===== config.mk =====
export PLATFORM = sky130hd
export DESIGN_NAME = cam_host_if
export DESIGN_NICKNAME = d
export VERILOG_FILES = /design/src/rtl/cam_host_pkg.sv /design/src/rtl/chi_capture.sv /design/src/rtl/chi_fsm.sv /design/src/rtl/chi_store.sv /design/src/rtl/cam_host_if.sv
export SDC_FILE = /design/constraint.sdc
export NUM_CORES = 2
export LEC_CHECK = 0
export BUFFER_PORTS_ARGS = -buffer_cell sky130_fd_sc_hd__buf_2
export CELL_PAD_IN_SITES_DETAIL_PLACEMENT = 1
export CELL_PAD_IN_SITES_GLOBAL_PLACEMENT = 1
export CORE_ASPECT_RATIO = 0.9
export CORE_UTILIZATION = 25
export CTS_BUF_LIST = sky130_fd_sc_hd__clkbuf_8
export CTS_CLUSTER_DIAMETER = 120
export DETAILED_ROUTE_END_ITERATION = 8
export PLACE_DENSITY_LB_ADDON = 0.1
export SLEW_MARGIN = 10
export SYNTH_ARGS = -nofsm -noshare
export SYNTH_HDL_FRONTEND = slang
export SYNTH_HIERARCHICAL = 1
export SYNTH_SLANG_ARGS = --single-unit

===== constraint.sdc =====
create_clock -name clk -period 9.9 [get_ports clk]
set_input_delay 1.98 -clock clk [delete_from_list [all_inputs] [get_ports clk]]
set_output_delay 1.98 -clock clk [all_outputs]
set_load 0.02 [all_outputs]

===== src/rtl/cam_host_pkg.sv =====
package cam_host_pkg;

    typedef enum logic [1:0] {
        ST_IDLE,
        ST_EXEC,
        ST_DRIVE,
        ST_RELEASE
    } chi_state_e;

    localparam int CODE_W = 4;

    localparam logic [CODE_W-1:0] CTL_CMPND  = 4'd1;
    localparam logic [CODE_W-1:0] CTL_MASK   = 4'd2;
    localparam logic [CODE_W-1:0] CTL_STATUS = 4'd3;
    localparam logic [CODE_W-1:0] CTL_CLRVAL = 4'd4;

endpackage


===== src/rtl/chi_capture.sv =====
module chi_capture #(
    parameter int AC_W   = 6,
    parameter int DATA_W = 32
) (
    input  logic              clk,
    input  logic              rst_n,
    input  logic              load,
    input  logic              wr_n,
    input  logic              sel_a_n,
    input  logic              sel_b_n,
    input  logic              ctl_mode,
    input  logic [AC_W-1:0]   cmd_addr,
    input  logic              upper_half,
    input  logic              valid_in_n,
    input  logic [DATA_W-1:0] data_in,
    output logic              c_wr_n,
    output logic              c_sel,
    output logic              c_ctl,
    output logic [AC_W-1:0]   c_ac,
    output logic              c_upper,
    output logic              c_vb_n,
    output logic [DATA_W-1:0] c_data
);

    always_ff @(posedge clk or negedge rst_n) begin
        if (!rst_n) begin
            c_wr_n  <= 1'b1;
            c_sel   <= 1'b0;
            c_ctl   <= 1'b0;
            c_ac    <= '0;
            c_upper <= 1'b0;
            c_vb_n  <= 1'b1;
            c_data  <= '0;
        end else if (load) begin
            c_wr_n  <= wr_n;
            c_sel   <= !sel_a_n || !sel_b_n;
            c_ctl   <= ctl_mode;
            c_ac    <= cmd_addr;
            c_upper <= upper_half;
            c_vb_n  <= valid_in_n;
            c_data  <= data_in;
        end
    end

endmodule


===== src/rtl/chi_fsm.sv =====
module chi_fsm
    import cam_host_pkg::*;
(
    input  logic clk,
    input  logic rst_n,
    input  logic strobe_n,
    input  logic c_sel,
    input  logic c_wr_n,
    output logic load,
    output logic exec,
    output logic drive
);

    chi_state_e state, state_nx;

    always_ff @(posedge clk or negedge rst_n) begin
        if (!rst_n) state <= ST_IDLE;
        else        state <= state_nx;
    end

    always_comb begin
        state_nx = state;
        unique case (state)
            ST_IDLE: begin
                if (!strobe_n) state_nx = ST_EXEC;
            end
            ST_EXEC: begin
                if (strobe_n)             state_nx = ST_IDLE;
                else if (c_sel && c_wr_n) state_nx = ST_DRIVE;
                else                      state_nx = ST_RELEASE;
            end
            ST_DRIVE: begin
                if (strobe_n) state_nx = ST_IDLE;
            end
            ST_RELEASE: begin
                if (strobe_n) state_nx = ST_IDLE;
            end
            default: state_nx = ST_IDLE;
        endcase
    end

    always_comb begin
        load  = 1'b0;
        exec  = 1'b0;
        drive = 1'b0;
        unique case (state)
            ST_IDLE:    load  = !strobe_n;
            ST_EXEC:    exec  = 1'b1;
            ST_DRIVE:   drive = !strobe_n;
            ST_RELEASE: ;
            default:    ;
        endcase
    end


    idle_after_release_chk: assert property (@(posedge clk) disable iff (!rst_n)
        (strobe_n && $past(strobe_n)) |-> (state == ST_IDLE));

endmodule


===== src/rtl/chi_store.sv =====
module chi_store
    import cam_host_pkg::*;
#(
    parameter int N_ENTRIES = 32,
    parameter int N_MASKS   = 4,
    parameter int AC_W      = 6,
    parameter int DATA_W    = 32
) (
    input  logic              clk,
    input  logic              rst_n,
    input  logic              exec,
    input  logic              c_sel,
    input  logic              c_wr_n,
    input  logic              c_ctl,
    input  logic [AC_W-1:0]   c_ac,
    input  logic              c_upper,
    input  logic              c_vb_n,
    input  logic [DATA_W-1:0] c_data,
    output logic [DATA_W-1:0] rd_data,
    output logic              rd_vb_n
);

    localparam int ADDR_W = $clog2(N_ENTRIES);
    localparam int MSEL_W = (N_MASKS > 1) ? $clog2(N_MASKS) : 1;
    localparam int CNT_W  = $clog2(N_ENTRIES + 1);
    localparam int WORD_W = 2 * DATA_W;

    logic [WORD_W-1:0]    ent     [N_ENTRIES];
    logic                 valid_q [N_ENTRIES];
    logic [N_ENTRIES-1:0] valid_vec;
    logic [WORD_W-1:0]    mask_q  [N_MASKS];
    logic [WORD_W-1:0]    cmpnd_q;

    logic [ADDR_W-1:0] addr;
    logic [MSEL_W-1:0] msel;
    logic [CODE_W-1:0] code;
    logic              wr_cyc, data_wr, ctl_wr, clr_all;
    logic [CNT_W-1:0]  vcount;

    assign addr    = c_ac[ADDR_W-1:0];
    assign code    = c_ac[CODE_W-1:0];
    assign msel    = c_ac[CODE_W +: MSEL_W];
    assign wr_cyc  = exec && c_sel && !c_wr_n;
    assign data_wr = wr_cyc && !c_ctl;
    assign ctl_wr  = wr_cyc && c_ctl;
    assign clr_all = ctl_wr && (code == CTL_CLRVAL);

    for (genvar g = 0; g < N_ENTRIES; g++) begin : g_ent
        always_ff @(posedge clk or negedge rst_n) begin
            if (!rst_n) begin
                ent[g]     <= '0;
                valid_q[g] <= 1'b0;
            end else if (data_wr && (addr == ADDR_W'(g))) begin
                if (c_upper) ent[g][WORD_W-1:DATA_W] <= c_data;
                else         ent[g][DATA_W-1:0]      <= c_data;
                valid_q[g] <= !c_vb_n;
            end else if (clr_all) begin
                valid_q[g] <= 1'b0;
            end
        end
        assign valid_vec[g] = valid_q[g];
    end

    for (genvar m = 0; m < N_MASKS; m++) begin : g_mask
        always_ff @(posedge clk or negedge rst_n) begin
            if (!rst_n) begin
                mask_q[m] <= '0;
            end else if (ctl_wr && (code == CTL_MASK) && (msel == MSEL_W'(m))) begin
                if (c_upper) mask_q[m][WORD_W-1:DATA_W] <= c_data;
                else         mask_q[m][DATA_W-1:0]      <= c_data;
            end
        end
    end

    always_ff @(posedge clk or negedge rst_n) begin
        if (!rst_n) begin
            cmpnd_q <= '0;
        end else if (ctl_wr && (code == CTL_CMPND)) begin
            if (c_upper) cmpnd_q[WORD_W-1:DATA_W] <= c_data;
            else         cmpnd_q[DATA_W-1:0]      <= c_data;
        end
    end

    always_comb begin
        vcount = '0;
        for (int i = 0; i < N_ENTRIES; i++) vcount = vcount + CNT_W'(valid_vec[i]);
    end

    always_comb begin
        rd_data = '0;
        rd_vb_n = 1'b1;
        if (!c_ctl) begin
            rd_data = c_upper ? ent[addr][WORD_W-1:DATA_W] : ent[addr][DATA_W-1:0];
            rd_vb_n = !valid_q[addr];
        end else begin
            case (code)
                CTL_CMPND:  rd_data = c_upper ? cmpnd_q[WORD_W-1:DATA_W] : cmpnd_q[DATA_W-1:0];
                CTL_MASK:   rd_data = c_upper ? mask_q[msel][WORD_W-1:DATA_W]
                                              : mask_q[msel][DATA_W-1:0];
                CTL_STATUS: rd_data = c_upper ? '0 : DATA_W'(vcount);
                default:    rd_data = '0;
            endcase
        end
    end


    unselected_keeps_valid_chk: assert property (@(posedge clk) disable iff (!rst_n)
        (exec && !c_sel) |=> $stable(valid_vec));


    valid_write_chk: assert property (@(posedge clk) disable iff (!rst_n)
        (exec && c_sel && !c_wr_n && !c_ctl) |=> (valid_vec[addr] == !c_vb_n));


    clear_all_chk: assert property (@(posedge clk) disable iff (!rst_n)
        (exec && c_sel && !c_wr_n && c_ctl && code == CTL_CLRVAL) |=> (valid_vec == '0));

endmodule


===== src/rtl/cam_host_if.sv =====
module cam_host_if #(
    parameter int N_ENTRIES = 32,
    parameter int N_MASKS   = 4,
    parameter int AC_W      = 6,
    parameter int DATA_W    = 32
) (
    input  logic              clk,
    input  logic              rst_n,
    input  logic              strobe_n,
    input  logic              wr_n,
    input  logic              sel_a_n,
    input  logic              sel_b_n,
    input  logic              ctl_mode,
    input  logic [AC_W-1:0]   cmd_addr,
    input  logic              upper_half,
    input  logic              valid_in_n,
    input  logic [DATA_W-1:0] data_in,
    output logic [DATA_W-1:0] data_out,
    output logic              data_oe,
    output logic              valid_out_n,
    output logic              valid_oe
);

    logic              load, exec, drive;
    logic              c_wr_n, c_sel, c_ctl, c_upper, c_vb_n;
    logic [AC_W-1:0]   c_ac;
    logic [DATA_W-1:0] c_data;
    logic [DATA_W-1:0] rd_data;
    logic              rd_vb_n;

    chi_capture #(.AC_W(AC_W), .DATA_W(DATA_W)) u_capture (
        .clk        (clk),
        .rst_n      (rst_n),
        .load       (load),
        .wr_n       (wr_n),
        .sel_a_n    (sel_a_n),
        .sel_b_n    (sel_b_n),
        .ctl_mode   (ctl_mode),
        .cmd_addr   (cmd_addr),
        .upper_half (upper_half),
        .valid_in_n (valid_in_n),
        .data_in    (data_in),
        .c_wr_n     (c_wr_n),
        .c_sel      (c_sel),
        .c_ctl      (c_ctl),
        .c_ac       (c_ac),
        .c_upper    (c_upper),
        .c_vb_n     (c_vb_n),
        .c_data     (c_data)
    );

    chi_fsm u_fsm (
        .clk      (clk),
        .rst_n    (rst_n),
        .strobe_n (strobe_n),
        .c_sel    (c_sel),
        .c_wr_n   (c_wr_n),
        .load     (load),
        .exec     (exec),
        .drive    (drive)
    );

    chi_store #(
        .N_ENTRIES (N_ENTRIES),
        .N_MASKS   (N_MASKS),
        .AC_W      (AC_W),
        .DATA_W    (DATA_W)
    ) u_store (
        .clk     (clk),
        .rst_n   (rst_n),
        .exec    (exec),
        .c_sel   (c_sel),
        .c_wr_n  (c_wr_n),
        .c_ctl   (c_ctl),
        .c_ac    (c_ac),
        .c_upper (c_upper),
        .c_vb_n  (c_vb_n),
        .c_data  (c_data),
        .rd_data (rd_data),
        .rd_vb_n (rd_vb_n)
    );

    assign data_oe     = drive;
    assign valid_oe    = drive && !c_ctl;
    assign data_out    = drive ? rd_data : '0;
    assign valid_out_n = valid_oe ? rd_vb_n : 1'b1;


    oe_read_only_chk: assert property (@(posedge clk) disable iff (!rst_n)
        data_oe |-> (c_sel && c_wr_n && !strobe_n));


    capture_frozen_chk: assert property (@(posedge clk) disable iff (!rst_n)
        (!strobe_n && $past(!strobe_n) && $past(!strobe_n, 2))
            |-> ($stable(c_data) && $stable(c_ac) && $stable(c_wr_n) && $stable(c_upper)));


    valid_oe_data_chk: assert property (@(posedge clk) disable iff (!rst_n)
        valid_oe |-> (data_oe && !c_ctl));

endmodule


# After elaboration in Yosys (flattened, before gate mapping)
# Cells that the tools add are included.
[totals]
elab_cells = 416
register_bits = 2445
[classes]
n_eq_ne = 43
n_reduce_logical = 164
add_sub_neg = 31
muxes = 59
order_cmp = 2
bitwise = 3
[op_table]
columns = ["operator", "n"]
rows = [
  ["binary-select mux 64 bit (select 5 bit)", 1],
  ["2-to-1 mux 64 bit", 4],
  ["adder 6 x 1 -> 6 bit", 30],
  ["2-to-1 mux 32 bit", 5],
  ["AND reduction 2 bit", 75],
  ["binary-select mux 64 bit (select 2 bit)", 1],
  ["case mux 32 bit (3 select lines)", 1],
  ["== test 5 bit (second input constant)", 16],
  ["nonzero test 2 bit", 32],
  ["logical AND 1 bit", 45],
  ["2-to-1 mux 1 bit", 41],
  ["== test 5 x 4 -> 1 bit (second input constant)", 8],
  ["== test 5 x 3 -> 1 bit (second input constant)", 4],
  ["== test 5 x 2 -> 1 bit (second input constant)", 2],
  ["== test 2 bit (second input constant)", 4],
  ["== test 4 x 2 -> 1 bit (second input constant)", 2],
  ["logical NOT 1 bit", 7],
  ["greater-or-equal comparator 6 bit (second input constant)", 1],
  ["2-to-1 mux 2 bit", 3],
  ["2-to-1 mux 6 bit", 1],
  ["NOT 5 -> 6 bit", 1],
  ["case mux 2 bit (3 select lines)", 1],
  ["binary-select mux 1 bit (select 5 bit)", 1],
  ["== test 5 x 1 -> 1 bit (second input constant)", 1],
  ["13 further kinds", 15],
]

# Longest topological paths before layout
[logic_depth]
depth_word = 35
mapped_depth = 17

# Modules after synthesis
# The synthesis kept the hierarchy.
[by_module_without_submodules]
columns = ["module", "area_per_inst_um2", "seq_area_each_um2", "cells_per_inst", "instances"]
rows = [
  ["chi_store", 110259.5, 60057.6, 7210, 1],
  ["chi_capture", 1795.5, 1078.5, 92, 1],
  ["cam_host_if", 230.2, 0.0, 37, 1],
  ["chi_fsm", 101.3, 50.0, 9, 1],
]

# Least setup slack after synthesis
# No wires, ideal clock.
[synth_path]
kind = "reg-to-output"
startpoint = "register u_store/valid_q[17] (netlist bit)"
endpoint = "output data_out[4]"
stages_incl_launch_ff = 17
setup_slack_ps = 2882
t_arrival_ps = 5038
path_buffers = 0
t_required_ps = 7920
path_cell_list = "dfrtp_1 -> fa_1 -> inv_1 -> fa_1 -> fa_1 -> fa_1 -> fa_1 -> fa_1 -> inv_1 -> ha_1 -> fa_1 -> a21o_1 -> a21oi_1 -> nor3b_1 -> o41ai_1 -> o311ai_0 -> and2_1"
[synth_via]
elab_chain_len = 22
[synth_rtl]
columns = ["item", "line_no", "text"]
rows = [
  ["start: declaration", "chi_store.sv:29", "logic valid_q [N_ENTRIES];"],
  ["start signal: indexed assignment", "chi_store.sv:56", "valid_q[g] <= !c_vb_n;"],
  ["adder 6 x 1 -> 6 bit (18 in a row)", "chi_store.sv:86", "for (int i = 0; i < N_ENTRIES; i++) vcount = vcount + CNT_W'(valid_vec[i]);"],
  ["2-to-1 mux 6 bit", "chi_store.sv:100", "CTL_STATUS: rd_data = c_upper ? '0 : DATA_W'(vcount);"],
  ["case mux 32 bit (3 select lines)", "chi_store.sv:96", "case (code)"],
  ["2-to-1 mux 32 bit", "chi_store.sv:92", "if (!c_ctl) begin"],
  ["named net rd_data[4]", "cam_host_if.sv:28", "logic [DATA_W-1:0] rd_data;"],
  ["2-to-1 mux 32 bit", "cam_host_if.sv:85", "assign data_out = drive ? rd_data : '0;"],
  ["end: declaration", "cam_host_if.sv:18", "output logic [DATA_W-1:0] data_out,"],
]
# The timed path passes the listed nets, and every way through them passes these cells.

# Final worst setup path
[layout_path]
startpoint = "register u_store/valid_q[11] (netlist bit)"
endpoint = "output data_out[4]"
[layout_via]
elab_chain_len = 16
[layout_rtl]
columns = ["item", "line_no"]
rows = [
  ["adder 6 x 1 -> 6 bit (12 in a row)", "chi_store.sv:86"],
  ["2-to-1 mux 6 bit", "chi_store.sv:100"],
  ["case mux 32 bit (3 select lines)", "chi_store.sv:96"],
  ["2-to-1 mux 32 bit", "chi_store.sv:92"],
  ["named net rd_data[4]", "cam_host_if.sv:28"],
  ["2-to-1 mux 32 bit", "cam_host_if.sv:85"],
]
# The timed path passes the listed nets, and every way through them passes these cells.

==> impl_metrics.csv <==
group,metric,value,unit
sta,timing.final.setup_violations,0,
grt,maximum_number_of_pins_on_one_net_before_global_route_repair,163,
yosys,syn_inst,7348,
route,route.vias.total,65700,
clock_network,cts_htree_levels,5,
yosys,post_synth_main_area_contributors,"sky130_fd_sc_hd__dfrtp_1 54%, sky130_fd_sc_hd__mux2_2 24%, sky130_fd_sc_hd__mux4_2 9.0%",
floorplanning,initial_utilization,25.1,%
yosys,syn_avg_cell_area,15.3,µm²
worst_setup_path,crit_arrival,6770,ps
yosys,synth_commonest_cells,"2,443 x sky130_fd_sc_hd__dfrtp_1, 2,367 x sky130_fd_sc_hd__mux2_2, 451 x sky130_fd_sc_hd__mux4_2",
floorplanning,die_h,638,µm
route,remaining_drc_errors,12,
yosys,syn-cell-area,112000,µm²
clock_network,cts.sink_count,2445,
flow_run,max_cap_viol_count,0,
pwr,leakage_power_summed_over_all_cells,61.6,nW
grt,grt.total_usage,17.5,%
yosys,synth.net_count,7426,
worst_setup_path,crit_top_cell,"sky130_fd_sc_hd__fa_1",
yosys,synth-async-reset-ratio,100,%
route,wl_per_cell,28.9,µm
route,met3RoutedLength,16100,µm
clock_network,tritoncts_clock_tree,"built",
route,drtPass1Iterations,9,
route,drt-met1-wl,187000,µm
yosys,synth-adder-area-share,0.505,%
yosys,ys_seq_area_share,54.4,%
pwr,worst_ir_drop_vdd,0.183,mV
yosys,ys.warnings.count,6,
yosys,synth-xor-area-share,0.00779,%
worst_setup_path,timing.critical_path.buf_inv,3,
floorplanning,io_pins,82,
grt,number_of_antenna_violations_at_the_first_check_in_global_routing,29,
clock_network,clk_pin_slew_worst_paths,60,ps
yosys,synth_flop_cell,"sky130_fd_sc_hd__dfrtp_1",
finish,finalCoreUtilization,28.6,%
outcome,failed_checks,"DRC",
worst_setup_path,timing.critical_path.cells,"inv_1 -> fa_1 -> fa_1 -> fa_1 -> fa_1 -> fa_1 -> fa_1 -> inv_1 -> ha_1 -> fa_1 -> a21o_1 -> a21oi_1 -> nor3b_1 -> o41ai_1 -> o311ai_0 -> and2_1 -> buf_2",
worst_setup_path,critical-path-top-delay-family,"adder cells",
placement,globalplace.congestion,0.754,
route,wl_met2,179000,µm
yosys,netlist-cell-type-count,75,
clock_network,cts_inserted_buffers,451,
sta,slew-limit-headroom,17.4,%
sta,setup-tns-final,0,ps
clock_network,postCtsResizedCells,0,
route,top_layer_used,"met5",
sta,clock.fmax,114,MHz
pwr,power_density,218,nW/µm²
yosys,combinational_family_with_the_most_area_after_synthesis,"multiplexers",
yosys,synth_enable_flop_cells,0,
clock_network,post_cts_hold_buffer_count,0,
clock_network,clock_path_buffers,4,
sta,fin_crit,8750,ps
sta,setup_repair_after_global_routing_missed_its_margin,"false",
finish,design.final.nets,7413,
grt,grt_pass1_wl,572000,µm
yosys,synth.most_common_cell,"sky130_fd_sc_hd__dfrtp_1",
clock_network,clock-root-buffer,"sky130_fd_sc_hd__clkbuf_8",
sta,timing.final.crit_share,88.4,%
sta,final-hold-violation-count,0,
route,antenna_left,0,
yosys,post-synth-top-area-cell,"sky130_fd_sc_hd__dfrtp_1",
worst_setup_path,worst_endpoint_required_time,7920,ps
sta,finalMaxSlewViolations,0,
worst_setup_path,critical_path_peak_fanout,3,
floorplanning,die_width,709,µm
yosys,synthSimpleGateAreaFrac,1.46,%
outcome,outcome,"finished, violations left",
yosys,synth_compound_gate_area_share,3.21,%
grt,globalRouteOverflowTotal,0,
sta,worstMarginPinSlew,1240,ps
placement,numPortBuffers,81,
yosys,synthMuxAreaShare,37.2,%
floorplanning,floorplan.core_area,447000,µm²
sta,worst_setup_skew_after_layout,64.4,ps
worst_setup_path,crit_slowest_cell,"sky130_fd_sc_hd__fa_1",
route,postRouteWirelength,395000,µm
worst_setup_path,setup.worst_path.end_class,"primary output",
worst_setup_path,critical_path.max_stage_delay,580,ps
placement,dp.final_hpwl,232000,µm
clock_network,clk_latency,1150,ps
yosys,yosys.area.top_type_share,54.4,%
floorplanning,fp-row-count,233,
route,drt-initial-drc-count,3398,
floorplanning,die_area,452000,µm²
finish,syn_to_final_growth,14.0,%
worst_setup_path,critical_path_class,"flip-flop to primary output",
route,post_drt_via_cell_ratio,4.80,
clock_network,post_cts_buffers,0,
finish,drive_above_1_share,50.6,%
grt,grt_pass1_vias,73800,
yosys,synth_seq_cells,2445,
worst_hold_path,timing.hold.worst.class,"flip-flop to flip-flop",
worst_setup_path,startpoint_type,"flip-flop",
-- final timing paths --
kind | from | to | slack [ps] | cells past startpoint
setup / recovery | u_store/valid_q[11] | data_out[4] | 1150 | 17
hold / removal | u_store/mask_q[27] | u_store/mask_q[27] | 480 | 1
setup reg to reg | u_capture/c_ac[2] | u_store/cmpnd_q[20] | 4940 | 6
hold reg to reg | u_store/mask_q[27] | u_store/mask_q[27] | 480 | 1
max in group asynchronous | rst_n | u_store/mask_q[126] | 6780 | 3
min in group asynchronous | rst_n | u_store/ent[2023] | 800 | 1
-- worst register-to-register path, delay by kind of cell, from the launching register on --
family	cells	cell delay, ps
simple gates	3	2380
flops	1	650
buf+inv	2	1300
mux	1	480
-- cell type report --
cell class	instances	area [µm²]
inverter	47	184
clock buffer	554	7620
timing repair buffer	294	2310
tap	5992	7500
sequential	2445	61300
antenna	12	30.0
clock inverter	235	1110
multi-input combinational	4096	48100
fill	46800	319000
-- cell families (layout without fill, tap and decap cells) --
family                   after synthesis  count (layout)
multiplexers                        3291            3291
flip-flops                          2445            2445
buffers and inverters                807            1130
AO/OA/AOI/OAI                        477             477
AND/OR/NAND/NOR                      296             296
adder cells (fa/ha/maj)               31              31
XOR/XNOR                               1               1
other                                  0              12
-- flip-flops by register name (all words and copies together) (netlist names) --
| signal | flops |
|---|---|
| u_capture/c_ac | 6 |
| u_capture/c_upper | 1 |
| u_fsm/state | 2 |
| u_store/ent | 2048 |
| u_store/mask_q | 256 |
| u_capture/c_ctl | 1 |
| u_store/valid_q | 32 |
| u_store/cmpnd_q | 64 |
| u_capture/c_data | 32 |
| u_capture/c_sel | 1 |
| u_capture/c_vb_n | 1 |
| u_capture/c_wr_n | 1 |
-- routing by layer --
metal  vias up  track usage, %
met5         -               0
met1     36400            24.9
met2      1184            27.0
met4        16            5.46
met3       632            2.87
li1      27400               -
-- where the power goes --
| part | switching, W | leakage, nW | internal, W |
|---|---|---|---|
| Clock | 0.00456 | 5.19 | 0.00509 |
| Combinational | 0.00405 | 22.5 | 0.00240 |
| Sequential | 0.000709 | 33.8 | 0.0111 |
| Total | 0.00932 | 61.6 | 0.0186 |
-- cell usage in the layout (no fill, tap or decap), drive strengths merged, types with 53 or more instances in the layout --
cell type  Yosys  layout
a21oi         64      64
buf          330     294
clkbuf       430     554
dfrtp       2443    2443
inv           47     241
mux2        2452    2452
mux2i        388     388
mux4         451     451
nand2         62      62
nand3         59      59
o21ai         53      53
o221ai        98      98
-- metrics by stage --
| stage | setup slack (ps) | power, W | hold WS, ps | area (µm²) | std cells |
|---|---|---|---|---|---|
| 4_1_cts | 904 | 0.0286 | 487 | 128000 | 13700 |
| 3_5_place_dp | 2220 | 0.0186 | 471 | 119000 | 12900 |
| 5_1_grt | 843 | 0.0294 | 503 | 128000 | 13700 |
| 3_3_place_gp | 2250 | 0.0185 | 462 | 119000 | 12900 |
| 2_1_floorplan | 2880 | 0.0158 | 452 | 112000 | 7348 |
| 6_report | 1150 | 0.0279 | 485 | 128000 | 13700 |
Power figures use the tool's default switching activity.
